==> config.mk <==
export PLATFORM = sky130hd
export DESIGN_NAME = airtime_nav_unit
export DESIGN_NICKNAME = d
export VERILOG_FILES = /design/src/rtl/airtime_nav_pkg.sv /design/src/rtl/us_prescaler.sv /design/src/rtl/nav_countdown.sv /design/src/rtl/sat_us_counter.sv /design/src/rtl/airtime_nav_unit.sv
export SDC_FILE = /design/constraint.sdc
export NUM_CORES = 1
export LEC_CHECK = 0
export BUFFER_PORTS_ARGS = -buffer_cell sky130_fd_sc_hd__buf_4
export CAP_MARGIN = 20
export CORE_ASPECT_RATIO = 0.8
export CORE_UTILIZATION = 40
export DETAILED_ROUTE_END_ITERATION = 12
export GPL_TIMING_DRIVEN = 1
export HOLD_SLACK_MARGIN = 0.15
export PLACE_DENSITY = 0.58
export SYNTH_ARGS = -nofsm -noshare
export SYNTH_HDL_FRONTEND = slang
export SYNTH_SLANG_ARGS = --single-unit
==> constraint.sdc <==
create_clock -name clk -period 3.2 [get_ports clk]
set_input_delay 0.48 -clock clk [delete_from_list [all_inputs] [get_ports clk]]
set_output_delay 0.48 -clock clk [all_outputs]
set_load 0.02 [all_outputs]
==> src/rtl/airtime_nav_pkg.sv <==
// Shared definitions for the NAV / airtime unit: register select codes
// and the control-bit position of the NAV enable.
package airtime_nav_pkg;
    typedef enum logic [1:0] {
        SEL_NAV_COUNT = 2'd0,
        SEL_NAV_CTRL  = 2'd1,
        SEL_BUSY_CLR  = 2'd2,
        SEL_NONE      = 2'd3
    } reg_sel_e;

    localparam int NAV_EN_BIT = 0;
endpackage

==> src/rtl/us_prescaler.sv <==
// Divides the core clock down to a one-cycle microsecond tick.
// Assumes CLKS_PER_US >= 2; counter width is derived from it.
module us_prescaler #(
    parameter int CLKS_PER_US = 8
) (
    input  logic clk,
    input  logic rst_n,
    output logic tick
);
    localparam int PW = (CLKS_PER_US > 2) ? $clog2(CLKS_PER_US) : 1;
    localparam logic [PW-1:0] LAST = PW'(CLKS_PER_US - 1);

    logic [PW-1:0] phase;

    // tick marks the final clock of each microsecond
    assign tick = (phase == LAST);

    // phase counter, wraps after the tick cycle
    always_ff @(posedge clk) begin
        if (!rst_n)    phase <= '0;
        else if (tick) phase <= '0;
        else           phase <= phase + 1'b1;
    end
endmodule

==> src/rtl/nav_countdown.sv <==
// Software-loaded virtual carrier sense countdown. Counts down once per
// tick while enabled; a load replaces the remaining value and wins over a
// coincident decrement. Assumes load and control writes are one-cycle strobes.
module nav_countdown #(
    parameter int NAV_W = 16
) (
    input  logic             clk,
    input  logic             rst_n,
    input  logic             tick,
    input  logic             load,
    input  logic [NAV_W-1:0] load_val,
    input  logic             ctl_wr,
    input  logic             ctl_en,
    output logic             running
);
    logic [NAV_W-1:0] remaining;
    logic             enabled;

    // enable flag written by software
    always_ff @(posedge clk) begin
        if (!rst_n)      enabled <= 1'b0;
        else if (ctl_wr) enabled <= ctl_en;
    end

    // remaining microseconds: load has priority over tick decrement
    always_ff @(posedge clk) begin
        if (!rst_n)
            remaining <= '0;
        else if (load)
            remaining <= load_val;
        else if (tick && enabled && (remaining != '0))
            remaining <= remaining - 1'b1;
    end

    // virtual busy while an enabled count is outstanding
    assign running = enabled && (remaining != '0);
endmodule

==> src/rtl/sat_us_counter.sv <==
// Saturating microsecond accumulator: adds one on a tick when the qualify
// input is high, clears on request (clear wins), holds at all-ones.
module sat_us_counter #(
    parameter int W = 16
) (
    input  logic         clk,
    input  logic         rst_n,
    input  logic         tick,
    input  logic         qualify,
    input  logic         clear,
    output logic [W-1:0] value
);
    // accumulate with saturation, clear has priority
    always_ff @(posedge clk) begin
        if (!rst_n)
            value <= '0;
        else if (clear)
            value <= '0;
        else if (tick && qualify && (value != '1))
            value <= value + 1'b1;
    end
endmodule

==> src/rtl/airtime_nav_unit.sv <==
// Top of the NAV and airtime unit. One prescaler tick paces the NAV
// countdown, the medium-busy accumulator and the transmit-duration counter.
// Assumes cca_busy and tx_start are synchronous to clk.
module airtime_nav_unit
    import airtime_nav_pkg::*;
#(
    parameter int CLKS_PER_US = 8,
    parameter int DATA_W      = 16,
    parameter int BUSY_W      = 16,
    parameter int TXD_W       = 16
) (
    input  logic              clk,
    input  logic              rst_n,
    input  logic              reg_we,
    input  logic [1:0]        reg_sel,
    input  logic [DATA_W-1:0] reg_wdata,
    input  logic              cca_busy,
    input  logic              tx_start,
    output logic              nav_busy,
    output logic [BUSY_W-1:0] busy_us,
    output logic [TXD_W-1:0]  tx_us
);
    logic us_tick;
    logic wr_count, wr_ctrl, wr_clr;
    logic tx_armed;

    // register write decode
    assign wr_count = reg_we && (reg_sel == SEL_NAV_COUNT);
    assign wr_ctrl  = reg_we && (reg_sel == SEL_NAV_CTRL);
    assign wr_clr   = reg_we && (reg_sel == SEL_BUSY_CLR);

    us_prescaler #(.CLKS_PER_US(CLKS_PER_US)) u_presc (
        .clk  (clk),
        .rst_n(rst_n),
        .tick (us_tick)
    );

    nav_countdown #(.NAV_W(DATA_W)) u_nav (
        .clk     (clk),
        .rst_n   (rst_n),
        .tick    (us_tick),
        .load    (wr_count),
        .load_val(reg_wdata),
        .ctl_wr  (wr_ctrl),
        .ctl_en  (reg_wdata[NAV_EN_BIT]),
        .running (nav_busy)
    );

    sat_us_counter #(.W(BUSY_W)) u_busy (
        .clk    (clk),
        .rst_n  (rst_n),
        .tick   (us_tick),
        .qualify(cca_busy),
        .clear  (wr_clr),
        .value  (busy_us)
    );

    // transmit timing starts only after the first transmit start
    always_ff @(posedge clk) begin
        if (!rst_n)        tx_armed <= 1'b0;
        else if (tx_start) tx_armed <= 1'b1;
    end

    sat_us_counter #(.W(TXD_W)) u_txdur (
        .clk    (clk),
        .rst_n  (rst_n),
        .tick   (us_tick),
        .qualify(tx_armed),
        .clear  (tx_start),
        .value  (tx_us)
    );
endmodule

==> qor.txt <==
======================================================================================================
Fraction of post-synthesis cell area in the top cell type by area                                36.3%
Post-detailed-routing wire length                                                              7540 um
Final setup fails                                                                                    0
Net count after synthesis                                                                          386
Site row count                                                                                      27
Final critical-path required period                                                            2480 ps
Number of clock buffers inserted by TritonCTS                                                        5
Drt via density                                                                                   5.86
Power density relative to cell area                                                         349 nW/um2
Top cell types by occurrence after synthesis                                              dfxtp_1, nand2_1, o21ai_0
Lkg Pwr                                                                                     0.00124 uW
Yosys top cell by area                                                                         dfxtp_1
Hold Crit Endpoint                                                                            tx_armed
Fraction of the cycle the final worst path needs                                                 77.5%
Kind of launch point of the worst setup path                                                      flop
Number of max-slew violations in the final report                                                    0
Post-CTS setup repair buffer count                                                                   0
Post-synthesis cell count                                                                          358
Unrepaired setup endpoints after global routing                                                     no
Clock transition at the register clock pins on the worst setup and hold paths after CTS         110 ps
Cell family contributing the most delay on the critical path                              simple AND/OR/NAND/NOR gates
Distinct cells, synth                                                                               47
Setup slack of the worst register-to-register path                                              890 ps
Relative slew slack                                                                              55.0%
Final instance area                                                                           3520 um2
Synthesis-stage register bit count                                                                  53
Grt ovf                                                                                              0
Number of cells on the worst hold path                                                               3
Critical Path Slowest Stage Cell                                                                or4b_2
Routed length per instance                                                                     15.1 um
Post-route ant nets                                                                                  0
Top-Level Pins                                                                                      56
Die area                                                                                      7650 um2
Worst voltage drop across the vdd grid                                                      0.000157 V
Crit path kind                                                                            flop to primary output
Filler cell count                                                                                  708
Core footprint                                                                                6960 um2
Sum of negative setup slack                                                                       0 ps
Endpoint type of the worst setup path                                                     primary output
Initial cell density of the core                                                                 42.0%
Worst path buffer plus inverter count                                                                2
Count of final hold-check violations                                                                 0
Primary FF master, synth                                                                       dfxtp_1
Horiz. Die Dim                                                                                 97.6 um
Class of the tightest hold or removal check                                               input port to flop
Number of design rule violations left after detail routing                                           0
Critical R2R Launch                                                                       u_presc.phase[0]
Initial antenna violation count                                                                      0
Via count of the routed design                                                                    2923
Top cells by area in the synthesized netlist                                              dfxtp_1, mux2i_1, nand2_1, o21ai_0, or4_1
Result of the run                                                                         complete, no violations
PostCTS Resize Cnt                                                                                   0
Y dimension of the die                                                                         78.5 um
Crit-path max FO                                                                                     4
Layout Area Growth over Synthesis                                                                20.3%
Worst slew pin tran                                                                             669 ps
Port bufs                                                                                           55
Maximum capacitance violations                                                                       0
Clock network latency to the later pin of the worst-skew pair                                   320 ps
H-tree levels                                                                                        2
Arrival time of the worst setup path                                                           2000 ps
Cell with the most instances after synthesis                                                   dfxtp_1
Achievable frequency                                                                           403 MHz
TritonCTS clock tree                                                                               yes
Critical path required time                                                                    2720 ps
Global Route Usage Sum                                                                           20.3%
Hold Path Origin                                                                              tx_start
Cell Area, Placed                                                                             3430 um2
Peak per-stage delay on the critical path                                                       610 ps
Final Wtd Congestion                                                                             0.848
Skew final                                                                                     15.8 ps
Synthesized area per cell                                                                     8.16 um2
Global-route wire length before repair                                                        12700 um
Pre-antenna DRT Iters                                                                                4
Hold-fix buffer count after cts                                                                      0
Share of the yosys chip area belonging to registers                                              36.3%
R2r endpoint                                                                              u_nav.remaining[15]
Fraction of synthesis flops using an asynchronous set or reset pin                                  0%
Count of antenna diodes in the layout                                                                0
Net total in the final layout                                                                      439
Root cell of the clock tree                                                                   clkbuf_8
Pin count of the biggest net entering global routing                                                28
Worst reg-to-reg path cell count                                                                     6
Post-layout power                                                                              1230 uW
Number of enable flip-flop cells after synthesis                                                     0
Clock Tree Buf Depth                                                                                 2
Dpl hpwl                                                                                       5440 um
Via count of the first global-routing pass                                                        2658
Path length in cells of the critical path                                                            6
Starting DRC count in detailed routing                                                             145
Count of warnings emitted by yosys                                                                   0
Critical path, cell by cell                                                               inv_1 > ha_1 > or4b_2 > nor4_2 > nor2b_1 > buf_4
Proportion of layout cells with a drive suffix above 1                                           20.6%
Number of sinks on the clock net                                                                    53
Combined area of all synthesized cells                                                        2920 um2
======================================================================================================
[sequential cells by signal, indices dropped and copies added (netlist names)]
| register | count |
|---|---|
| u_busy.value | 16 |
| u_nav.remaining | 16 |
| u_txdur.value | 16 |
| tx_armed | 1 |
| u_nav.enabled | 1 |
| u_presc.phase | 3 |
[kinds of logic after synthesis]
| group | Yosys count | share of synthesized area, % |
|---|---|---|
| AND/OR/NAND/NOR | 169 | 33.0 |
| AO/OA/AOI/OAI | 92 | 20.2 |
| flip-flops | 53 | 36.3 |
| buffers and inverters | 24 | 3.21 |
| multiplexers | 15 | 5.18 |
| adder cells (fa/ha/maj) | 5 | 2.14 |
[how the worst max path moves through the flow]
stage | from | slack [ps] | end
after floorplan | u_nav.remaining[0] | 1030 | nav_busy
after global placement | u_presc.phase[0] | 970 | u_nav.remaining[9]
after detailed placement | u_presc.phase[0] | 870 | u_nav.remaining[9]
after CTS | u_nav.remaining[0] | 690 | nav_busy
after global routing | u_nav.remaining[0] | 590 | nav_busy
final | u_nav.remaining[0] | 720 | nav_busy
[layout make-up]
type                            instances  area, um2  share of cell area, %
Clock buffer                            5       68.8                   1.96
Clock inverter                          3       21.3                  0.605
Inverter                               10       37.5                   1.07
Multi-Input combinational cell        281       1770                   50.3
Sequential cell                        53       1060                   30.2
Tap cell                               87        109                   3.10
Timing Repair Buffer                   60        450                   12.8
[layer usage]
| metal | share of wire [%] | track usage, % | up-vias |
|---|---|---|---|
| met5 | 0 | 0 | - |
| met4 | 0.32 | 3.82 | 0 |
| met3 | 4.0 | 4.81 | 2 |
| met2 | 44 | 32.3 | 64 |
| met1 | 52 | 28.0 | 1377 |
| li1 | - | - | 1480 |
[power by group]
group | switching (uW) | internal, uW | total (uW)
Combinational | 79.6 | 61.2 | 141
Sequential | 12.9 | 674 | 687
Clock | 244 | 156 | 400
[worst reg2reg max path: stages (launching register included)]
cell and delay (ps):
dfxtp_1 350, ha_1 150, ha_1 390, nand2_1 250, nor4_1 620, a311oi_1 200
nor3_1 270
[metrics by stage]
stage          instances  setup slack, ps  utilization (%)  hold slack [ps]
6_report             499              720             50.5              390
5_1_grt              499              595             50.5              414
4_1_cts              499              689             50.5              374
3_5_place_dp         491              867             49.2              419
3_3_place_gp         491              975             49.2              411
2_1_floorplan        358             1030                -              404
[placed cells by master, fill, tap and decap left out, drive strengths merged, types with 7 or more instances in the layout]
| cell type | netlist | layout |
|---|---|---|
| a211oi | 7 | 7 |
| a21oi | 21 | 21 |
| a31oi | 7 | 7 |
| and4 | 7 | 7 |
| buf | 3 | 60 |
| dfxtp | 53 | 53 |
| inv | 10 | 11 |
| mux2i | 14 | 14 |
| nand2 | 37 | 37 |
| nand3 | 13 | 13 |
| nand4 | 9 | 9 |
| nor2 | 16 | 16 |
| nor3 | 9 | 9 |
| nor4 | 10 | 10 |
| o21ai | 27 | 27 |
| o31ai | 10 | 10 |
| or2 | 11 | 11 |
| or3 | 18 | 18 |
| or4 | 19 | 19 |
No activity file was read; power rests on OpenSTA's default activity.
